<file path="src/rtl/lcd_tg_pkg.sv">
package lcd_tg_pkg;
  parameter int H_W   = 12;
  parameter int F_W   = 24;
  parameter int PIX_W = 24;

  typedef struct packed {
    logic [H_W-1:0]   hper;
    logic [H_W-1:0]   hpulse;
    logic [H_W-1:0]   hstart;
    logic [H_W-1:0]   hend;
    logic [F_W-1:0]   fper;
    logic [F_W-1:0]   vpulse;
    logic [F_W-1:0]   vstart;
    logic [F_W-1:0]   vend;
    logic [H_W-1:0]   skew;
    logic             hs_low;
    logic             vs_low;
    logic             recov;
    logic [PIX_W-1:0] border;
    logic [PIX_W-1:0] fill;
  } lcd_cfg_t;
endpackage

</file>
<file path="src/rtl/lcd_tg_shadow.sv">
module lcd_tg_shadow
  import lcd_tg_pkg::*;
(
  input  logic     clk,
  input  logic     rst_n,
  input  logic     load,
  input  lcd_cfg_t cfg_in,
  output lcd_cfg_t cfg_q
);
  always_ff @(posedge clk) begin
    if (!rst_n)    cfg_q <= '0;
    else if (load) cfg_q <= cfg_in;
  end
endmodule

</file>
<file path="src/rtl/lcd_tg_counters.sv">
module lcd_tg_counters
  import lcd_tg_pkg::*;
(
  input  logic           clk,
  input  logic           rst_n,
  input  logic           enable,
  input  logic [H_W-1:0] hper,
  input  logic [F_W-1:0] fper,
  output logic           run,
  output logic [H_W-1:0] hcnt,
  output logic [F_W-1:0] fcnt,
  output logic           frame_last
);
  localparam logic [H_W-1:0] H_ONE = H_W'(1);
  localparam logic [F_W-1:0] F_ONE = F_W'(1);

  logic line_last;
  assign line_last  = (hcnt == hper - H_ONE);
  assign frame_last = run && (fcnt == fper - F_ONE);

  always_ff @(posedge clk) begin
    if (!rst_n) begin
      run  <= 1'b0;
      hcnt <= '0;
      fcnt <= '0;
    end else if (!run) begin
      run  <= enable;
      hcnt <= '0;
      fcnt <= '0;
    end else if (frame_last) begin
      run  <= enable;
      hcnt <= '0;
      fcnt <= '0;
    end else begin
      fcnt <= fcnt + F_ONE;
      hcnt <= line_last ? '0 : hcnt + H_ONE;
    end
  end
endmodule

</file>
<file path="src/rtl/lcd_tg_decode.sv">
module lcd_tg_decode
  import lcd_tg_pkg::*;
(
  input  logic           run,
  input  logic [H_W-1:0] hcnt,
  input  logic [F_W-1:0] fcnt,
  input  logic [H_W-1:0] hpulse,
  input  logic [H_W-1:0] hstart,
  input  logic [H_W-1:0] hend,
  input  logic [F_W-1:0] vpulse,
  input  logic [F_W-1:0] vstart,
  input  logic [F_W-1:0] vend,
  input  logic [H_W-1:0] skew,
  input  logic           hs_low,
  input  logic           vs_low,
  output logic           hsync,
  output logic           vsync,
  output logic           de,
  output logic           frame_evt
);
  logic [F_W-1:0] v_first, v_last;
  logic hs_act, vs_act, h_win, v_win;

  always_comb begin
    v_first   = vstart + F_W'(skew);
    v_last    = vend   + F_W'(skew);
    hs_act    = run && (hcnt < hpulse);
    vs_act    = run && (fcnt < vpulse);
    h_win     = (hcnt >= hstart) && (hcnt <= hend);
    v_win     = (fcnt >= v_first) && (fcnt <= v_last);
    de        = run && h_win && v_win;
    frame_evt = run && (fcnt == '0);
    hsync     = hs_act ^ hs_low;
    vsync     = vs_act ^ vs_low;
  end
endmodule

</file>
<file path="src/rtl/lcd_tg_pixmux.sv">
module lcd_tg_pixmux
  import lcd_tg_pkg::*;
(
  input  logic             de,
  input  logic             recov,
  input  logic [PIX_W-1:0] border,
  input  logic [PIX_W-1:0] fill,
  input  logic             pix_valid,
  input  logic [PIX_W-1:0] pix_data,
  output logic             pix_ready,
  output logic             underflow,
  output logic [PIX_W-1:0] pix_out
);
  always_comb begin
    pix_ready = de;
    underflow = de && !pix_valid;
    if (!de)           pix_out = border;
    else if (pix_valid) pix_out = pix_data;
    else if (recov)    pix_out = fill;
    else               pix_out = border;
  end
endmodule

</file>
<file path="src/rtl/lcd_timing_gen.sv">
module lcd_timing_gen
  import lcd_tg_pkg::*;
(
  input  logic             clk,
  input  logic             rst_n,
  input  logic             enable,
  input  logic [H_W-1:0]   cfg_line_len,
  input  logic [H_W-1:0]   cfg_hs_width,
  input  logic [H_W-1:0]   cfg_hact_first,
  input  logic [H_W-1:0]   cfg_hact_last,
  input  logic [F_W-1:0]   cfg_frame_len,
  input  logic [F_W-1:0]   cfg_vs_len,
  input  logic [F_W-1:0]   cfg_vact_first,
  input  logic [F_W-1:0]   cfg_vact_last,
  input  logic [H_W-1:0]   cfg_skew,
  input  logic             cfg_hs_low,
  input  logic             cfg_vs_low,
  input  logic             cfg_recover,
  input  logic [PIX_W-1:0] cfg_border,
  input  logic [PIX_W-1:0] cfg_fill,
  input  logic             pix_valid,
  output logic             pix_ready,
  input  logic [PIX_W-1:0] pix_data,
  output logic             hsync,
  output logic             vsync,
  output logic             de,
  output logic [PIX_W-1:0] pix_out,
  output logic             underflow,
  output logic             vsync_evt
);
  lcd_cfg_t       cfg_in, sh;
  logic           run, frame_last, load;
  logic [H_W-1:0] hcnt;
  logic [F_W-1:0] fcnt;

  always_comb begin
    cfg_in.hper   = cfg_line_len;
    cfg_in.hpulse = cfg_hs_width;
    cfg_in.hstart = cfg_hact_first;
    cfg_in.hend   = cfg_hact_last;
    cfg_in.fper   = cfg_frame_len;
    cfg_in.vpulse = cfg_vs_len;
    cfg_in.vstart = cfg_vact_first;
    cfg_in.vend   = cfg_vact_last;
    cfg_in.skew   = cfg_skew;
    cfg_in.hs_low = cfg_hs_low;
    cfg_in.vs_low = cfg_vs_low;
    cfg_in.recov  = cfg_recover;
    cfg_in.border = cfg_border;
    cfg_in.fill   = cfg_fill;
  end

  assign load = !run || frame_last;

  lcd_tg_shadow u_shadow (
    .clk(clk), .rst_n(rst_n), .load(load), .cfg_in(cfg_in), .cfg_q(sh)
  );

  lcd_tg_counters u_cnt (
    .clk(clk), .rst_n(rst_n), .enable(enable),
    .hper(sh.hper), .fper(sh.fper),
    .run(run), .hcnt(hcnt), .fcnt(fcnt), .frame_last(frame_last)
  );

  lcd_tg_decode u_dec (
    .run(run), .hcnt(hcnt), .fcnt(fcnt),
    .hpulse(sh.hpulse), .hstart(sh.hstart), .hend(sh.hend),
    .vpulse(sh.vpulse), .vstart(sh.vstart), .vend(sh.vend),
    .skew(sh.skew), .hs_low(sh.hs_low), .vs_low(sh.vs_low),
    .hsync(hsync), .vsync(vsync), .de(de), .frame_evt(vsync_evt)
  );

  lcd_tg_pixmux u_pix (
    .de(de), .recov(sh.recov), .border(sh.border), .fill(sh.fill),
    .pix_valid(pix_valid), .pix_data(pix_data),
    .pix_ready(pix_ready), .underflow(underflow), .pix_out(pix_out)
  );
endmodule

</file>
<file path="config.mk">
export PLATFORM = sky130hd
export DESIGN_NAME = lcd_timing_gen
export DESIGN_NICKNAME = d
export VERILOG_FILES = /design/src/rtl/lcd_tg_pkg.sv /design/src/rtl/lcd_tg_shadow.sv /design/src/rtl/lcd_tg_counters.sv /design/src/rtl/lcd_tg_decode.sv /design/src/rtl/lcd_tg_pixmux.sv /design/src/rtl/lcd_timing_gen.sv
export SDC_FILE = /design/constraint.sdc
export NUM_CORES = 1
export LEC_CHECK = 0
export BUFFER_PORTS_ARGS = -buffer_cell sky130_fd_sc_hd__buf_2
export CORE_MARGIN = 2
export CORE_UTILIZATION = 45
export CTS_CLUSTER_SIZE = 24
export DETAILED_ROUTE_END_ITERATION = 10
export PLACE_DENSITY = 0.66
export REMOVE_ABC_BUFFERS = 1
export SETUP_SLACK_MARGIN = 0.05
export SLEW_MARGIN = 20
export SYNTH_ARGS = -nofsm -noshare
export SYNTH_HDL_FRONTEND = slang
export SYNTH_SLANG_ARGS = --single-unit
</file>
<file path="constraint.sdc">
create_clock -name clk -period 5.5 [get_ports clk]
set_input_delay 0 -clock clk [delete_from_list [all_inputs] [get_ports clk]]
set_output_delay 0 -clock clk [all_outputs]
set_load 0.03 [all_outputs]
</file>
==> results.yml, run 1 <==
setup_path:
  critPathRequiredTime_ns: 5.50
  crit_path_end_kind: "output pin"
  start_kind: "flip-flop"
  worstRegToRegCells: 13
  path_max_fanout: 6
  cp.arrival_ns: 5.20
  path_class: "reg2out"
clock_network:
  clock_sinks: 244
  clock_path_buffers: 3
  root_buffer: "clkbuf_16"
  cts.clk_slew.worst_paths_ns: 0.06
  cts-htree-levels: 1
  cts_buffers: 28
  cts_tree: "built"
  clkLatencyLatePin_ns: 0.55
run_status:
  status: "complete, no violations"
pwr:
  switchingPower_w: 0.001353
  p_leak_nw: 9.498
  ir_worst_vdd_mv: 0.2493
  power.share.combinational_pct: 21.8
  p_clk_share_pct: 37.7
  p_int_w: 0.003555
  p_sw_share_pct: 27.57
  p_per_area_nw_per_um2: 239.9
  seqPwrFrac_pct: 40.5
sta:
  period_needed_ns: 5.202
  rsz0062_at_grt: "false"
  clock.fmax_mhz: 192.2
  relSlewSlack_pct: 39.99
  fin_skew_ns: 0.009489
  fin_setup_tns_ns: 0
  finalCritPeriodShare_pct: 94.58
  slew_viol_final: 0
  finalSetupViolCount: 0
  tightest_slew_ns: 0.8979
  hold_viol: 0
  whs_ns: 0.2494
floorplanning:
  die_h_microns: 187.6
  row_count: 67
  die_area_sq_um: 35190
  io_pins: 265
  start_util_pct: 45.46
  die_w_microns: 187.6
  coreArea_sq_um: 33360
global_routing:
  grt_pass1_vias: 13590
  grt_max_degree: 86
  antenna_found_initial: 3
  track_usage_pct: 22.54
  grt_remaining_overflow: 0
  grt_pass1_wl_microns: 66450
finish:
  post-route-util_pct: 61.31
  final-seq-area_sq_um: 4887
  final_layout_size_suffix_gt1_share_pct: 16.67
  fillers: 2841
  layout.nets: 2503
  multi_input_area_sq_um: 9615
  area_growth_pct: 34.87
detailed_routing:
  drtIter0Drc: 509
  viasPerCell: 5.168
  routed-via-count: 13460
  wl_microns: 41090
  drt_first_pass_iters: 5
  remaining_drc_errors: 0
  antenna_left: 0
  wire_per_inst_microns: 15.77
logic_synthesis:
  synth-seq-cells: 244
  ys_warn_count: 0
  async_flop_share_pct: 0
  netlist_area_sq_um: 15170
  yosysSeqAreaShare_pct: 32.21
  syn_inst: 1636
  yosysUniqueCellTypes: 63
  syn_area_per_cell_sq_um: 9.271
  synth_ff_type: "dfxtp_1"
  synth_edf_count: 0
place:
  dp_hpwl_microns: 28240
  io_buffers: 264
  gp_congestion: 0.8557
hold_path:
  hold_class: "in2reg"
  hold_path_depth: 4
run:
  max-cap-violations: 0
[path summary, 6_finish.rpt]
check / slack, ns / startpoint / endpoint
worst max-delay path: 0.30 / u_shadow.cfg_q[51]$_SDFFE_PN0P_ / pix_out[2]
worst min-delay path: 0.25 / cfg_vact_first[5] / u_shadow.cfg_q[92]$_SDFFE_PN0P_
worst max register to register: 0.61 / u_shadow.cfg_q[135]$_SDFFE_PN0P_ / u_shadow.cfg_q[10]$_SDFFE_PN0P_
worst min register to register: 0.51 / u_cnt.hcnt[0]$_SDFF_PP0_ / u_cnt.hcnt[0]$_SDFF_PP0_
[per-layer routing]
metal | vias to the layer above | part of all wire [%] | track usage [%]
met3 | 83 | 4.0 | 2.602
met2 | 323 | 48 | 39.70
met5 | - | 0 | 0
met1 | 6277 | 45 | 28.76
li1 | 6780 | - | -
met4 | 0 | 3.0 | 7.056
[state kept, by name, summed over array words and instances (netlist names)]
signal	flops
u_cnt.fcnt	24
u_cnt.hcnt	12
u_cnt.run	1
u_shadow.cfg_q	207
[synth_stat cells (all sizes together), types with 4 or more instances]
cell	instances	area, sq um
nand3	27	135.1
xnor2	61	534.3
ha	135	1689
nor4	15	100.1
nand2	47	176.4
a21boi	4	30.03
and4	4	35.03
and3	15	93.84
o21ai	45	225.2
a21o	23	172.7
o21a	9	67.56
nand4	32	200.2
xor2	60	525.5
mux2i	208	2082
clkbuf	53	198.9
a22o	48	420.4
and2	5	31.28
inv	81	304.0
nor2b	226	1414
or2	7	43.80
a31oi	9	56.30
a211oi	7	52.55
o211ai	4	30.03
or3	11	68.82
o31ai	5	37.54
nand2b	9	56.30
dfxtp	244	4885
nor3	55	275.3
or4	9	71.32
buf	28	271.5
nor4b	6	52.55
nor2	55	206.5
a21oi	47	235.2
[power groups by stage]
stage          clock [W]  sequential, W  combinational, W
5_1_grt          0.00196        0.00200           0.00118
3_5_place_dp           0        0.00202          0.000894
4_1_cts          0.00190        0.00198           0.00106
3_3_place_gp           0        0.00202          0.000872
2_1_floorplan          0        0.00199          0.000828
6_report         0.00185        0.00199           0.00107
[cell families after synthesis]
kind of cell | after synthesis | share of synthesized area [%]
buffers and inverters | 162 | 5.106
AND/OR/NAND/NOR | 533 | 20.06
multiplexers | 208 | 13.73
flip-flops | 244 | 32.21
AO/OA/AOI/OAI | 231 | 10.51
adder cells (fa/ha/maj) | 137 | 11.40
XOR/XNOR | 121 | 6.987
[layout by cell type (no fill, tap or decap), drive strengths merged, types with 11 or more instances in the layout]
master       count
buf            281
dlygate4sd3    264
dfxtp          244
nor2b          226
mux2i          208
ha             135
inv             81
xnor2           61
xor2            60
nor2            55
nor3            55
a22o            48
nand2           47
a21oi           47
o21ai           45
clkbuf          43
nand4           32
nand3           27
a21o            23
and3            15
nor4            15
or3             11
[timing repair]
item / CTS / global route
endpoints found under the setup margin: 27 / 27
pin swaps: 0 / 12
resized for setup: 4 / 29
hold buffers: 264 / 0
endpoints found under the hold margin: 208 / 0
gates cloned: 0 / 2
setup buffers: 0 / 2
[worst max-delay path, stage by stage (launching register included)]
cell       delay [ns]
dfxtp_2          0.34
ha_2             0.18
inv_1            0.05
fa_2             0.35
nor2b_2          0.12
o21ai_1          0.09
a21boi_2         0.16
o21bai_1         0.12
a31oi_2          0.24
o41ai_4          0.15
or3b_4           0.39
xor2_1           0.15
ha_1             0.31
nand3_1          0.08
nor3_2           0.21
nand2_2          0.11
nor3_2           0.19
a21oi_2          0.11
a2111oi_4        0.34
o211ai_1         0.28
buf_4            0.26
a22o_1           0.24
buf_2            0.17
[area by class of cell]
cell class | count | share of cell area [%]
repair buffers | 546 | 20.27
clock buffers | 42 | 4.123
well taps | 448 | 2.740
clock inverters | 10 | 0.4343
diodes | 4 | 0.04893
multi-input cells | 1230 | 47.01
inverters | 81 | 1.486
flip-flops and latches | 244 | 23.89
[through the flow]
| stage | cell area (sq um) | total power [W] | setup slack (ns) | std cells |
|---|---|---|---|---|
| 2_1_floorplan | 14700 | 0.002815 | -13.80 | 1555 |
| 3_3_place_gp | 16730 | 0.002891 | 0.6142 | 2281 |
| 3_5_place_dp | 16730 | 0.002916 | 0.4554 | 2281 |
| 4_1_cts | 20320 | 0.004939 | 0.08435 | 2597 |
| 5_1_grt | 20450 | 0.005151 | 0.003520 | 2604 |
| 6_report | 20460 | 0.004908 | 0.2979 | 2605 |
Power figures use the tool's default switching activity.
==> inputs of run 2 (changes only) <==
- PLACE_DENSITY: 0.66 -> not set
- PLACE_DENSITY_LB_ADDON: not set -> 0.15
- RECOVER_POWER: not set -> 50
- SKIP_CTS_REPAIR_TIMING: not set -> 1
==> results.yml, run 2 (synthesized netlist as in run 1, its figures left out) <==
global_routing:
  grt_max_degree: 117
  track_usage_pct: 21.19
  antenna_found_initial: 1
  grt_pass1_wl_microns: 61940
  grt_remaining_overflow: 0
  grt_pass1_vias: 12160
detailed_routing:
  viasPerCell: 5.128
  maxUsedRoutingLayer: "met4"
  remaining_drc_errors: 0
  route.met3.wl_microns: 1806
  wl_microns: 40690
  wire_per_inst_microns: 15.99
  routed-via-count: 13050
  drt_first_pass_iters: 5
  drtIter0Drc: 535
  antenna_left: 0
  met1Wirelength_microns: 19530
  dr_wl_met2_microns: 18420
setup_path:
  critPathRequiredTime_ns: 5.50
  reg2reg_to: "u_shadow.cfg_q[39]$_SDFFE_PN0P_"
  path_class: "reg2out"
  cp.arrival_ns: 5.17
  reg2reg_setup_slack_ns: 0.36
  r2r-start: "u_shadow.cfg_q[135]$_SDFFE_PN0P_"
  path_max_fanout: 6
  crit_buf_inv: 4
  critical_path.cell_chain: "ha_4, inv_2, fa_2, nor2b_1, o21ai_1, a21boi_1, o21bai_1, a31oi_2, o41ai_4, buf_4, nor3_1, xnor2_1, ha_1, nand3_2, nor3_2, nand2_1, nor3_2, a21oi_2, a2111oi_4, o211ai_1, buf_2, a22o_1, buf_2"
  crit_path_end_kind: "output pin"
  worstRegToRegCells: 12
  start_kind: "flip-flop"
  worst_path_max_delay_cell: "fa_2"
  crit_family: "compound AO/OA/AOI/OAI gates"
  max_stage_delay_ns: 0.37
clock_network:
  clkLatencyLatePin_ns: 0.56
  cts-htree-levels: 1
  cts_tree: "built"
  cts_buffers: 28
  clock_sinks: 244
  clock_path_buffers: 3
  cts.clk_slew.worst_paths_ns: 0.06
  root_buffer: "clkbuf_16"
place:
  dp_cells: 2280
  gp_congestion: 0.8765
  dp_hpwl_microns: 28190
  io_buffers: 264
  dp_slack_ns: 0.4771
run:
  max-cap-violations: 1
finish:
  area_growth_pct: 30.81
  final_layout_size_suffix_gt1_share_pct: 16.65
  top_regs: "u_shadow.cfg_q: 207 flops, u_cnt.fcnt: 24 flops, u_cnt.hcnt: 12 flops"
  largest_reg_flops: 207
  final_common_cell: "buf_2"
  post-route-util_pct: 59.47
  fin_cells: 2545
  layout.nets: 2449
  largest-register: "u_shadow.cfg_q"
  final_cell_mix: "256 x buf_2, 241 x dfxtp_1, 226 x nor2b_1, 209 x dlygate4sd3_1, 208 x mux2i_1"
pwr:
  ir_worst_vdd_mv: 0.2336
  p_leak_nw: 9.133
  p_per_area_nw_per_um2: 246.6
sta:
  setup_ws_ns: 0.3266
  clock.fmax_mhz: 193.3
  period_needed_ns: 5.173
  slew_viol_final: 0
  relSlewSlack_pct: 0.5598
  whs_ns: 0.2342
  hold_viol: 0
  finalCritPeriodShare_pct: 94.06
  tightest_slew_ns: 1.492
  finalSetupViolCount: 0
  fin_skew_ns: 0.01299
floorplanning:
  io_pins: 265
  die_area_sq_um: 35190
  start_util_pct: 45.46
  coreArea_sq_um: 33360
  die_h_microns: 187.6
  die_w_microns: 187.6
  row_count: 67
hold_path:
  hold_class: "in2reg"
  holdPathEnd: "u_shadow.cfg_q[117]$_SDFFE_PN0P_"
  hold_path_depth: 4
  min_from: "cfg_vs_len[6]"
run_status:
  violations: "capacitance limit"
  status: "complete, but fails checks"
## run 2: per-stage QoR
step / area [sq um] / TNS [ns] / power (W)
finish: 19840 / 0 / 0.004892
global route: 19840 / -0.7143 / 0.005152
CTS: 17650 / -3.148 / 0.004813
detailed placement: 16740 / 0 / 0.002924
global placement: 16740 / 0 / 0.002905
floorplan: 14700 / -2857.17 / 0.002815
## run 2: final cells by class
| cell class | instances | area [sq um] |
|---|---|---|
| Clock buffer | 40 | 775.7 |
| Tap cell | 448 | 560.5 |
| Sequential cell | 244 | 4888 |
| Antenna cell | 1 | 2.502 |
| Fill cell | 2960 | 13520 |
| Inverter | 81 | 304.0 |
| Clock inverter | 9 | 135.1 |
| Multi-Input combinational cell | 1230 | 9595 |
| Timing Repair Buffer | 492 | 3578 |
## run 2: power by group
part | total, W | internal (W) | switching, W
logic | 0.00103 | 0.000534 | 0.000498
registers | 0.00199 | 0.00188 | 0.000104
clock network | 0.00187 | 0.00112 | 0.000756
## run 2: worst reg2reg max path: cells and delay by family (launching register included)
kind                     cells  cell delay [ns]
AND/OR/NAND/NOR              4             1.49
flip-flops                   1             0.38
multiplexers                 1             0.38
AO/OA/AOI/OAI                3             1.16
adder cells (fa/ha/maj)      1             0.26
buffers and inverters        3             1.35
## run 2: how the worst max path moves through the flow
| stage | cells past startpoint | end | startpoint | slack [ns] |
|---|---|---|---|---|
| after detailed placement | 22 | pix_out[1] | u_shadow.cfg_q[51]$_SDFFE_PN0P_ | 0.48 |
| after CTS | 22 | pix_out[1] | u_shadow.cfg_q[51]$_SDFFE_PN0P_ | -0.15 |
| after global placement | 22 | underflow | u_shadow.cfg_q[51]$_SDFFE_PN0P_ | 0.59 |
| final | 23 | pix_out[12] | u_shadow.cfg_q[51]$_SDFFE_PN0P_ | 0.33 |
| after floorplan | 10 | u_shadow.cfg_q[0]$_SDFFE_PN0P_ | u_shadow.cfg_q[135]$_SDFFE_PN0P_ | -13.80 |
| after global routing | 23 | pix_out[12] | u_shadow.cfg_q[51]$_SDFFE_PN0P_ | -0.06 |
## run 2: per-layer routing
metal  global-route usage (%)  vias to the layer above
met1                    29.19                     6038
met3                    4.043                       72
li1                         -                     6654
met5                        0                        -
met2                    34.10                      288
met4                    5.330                        0
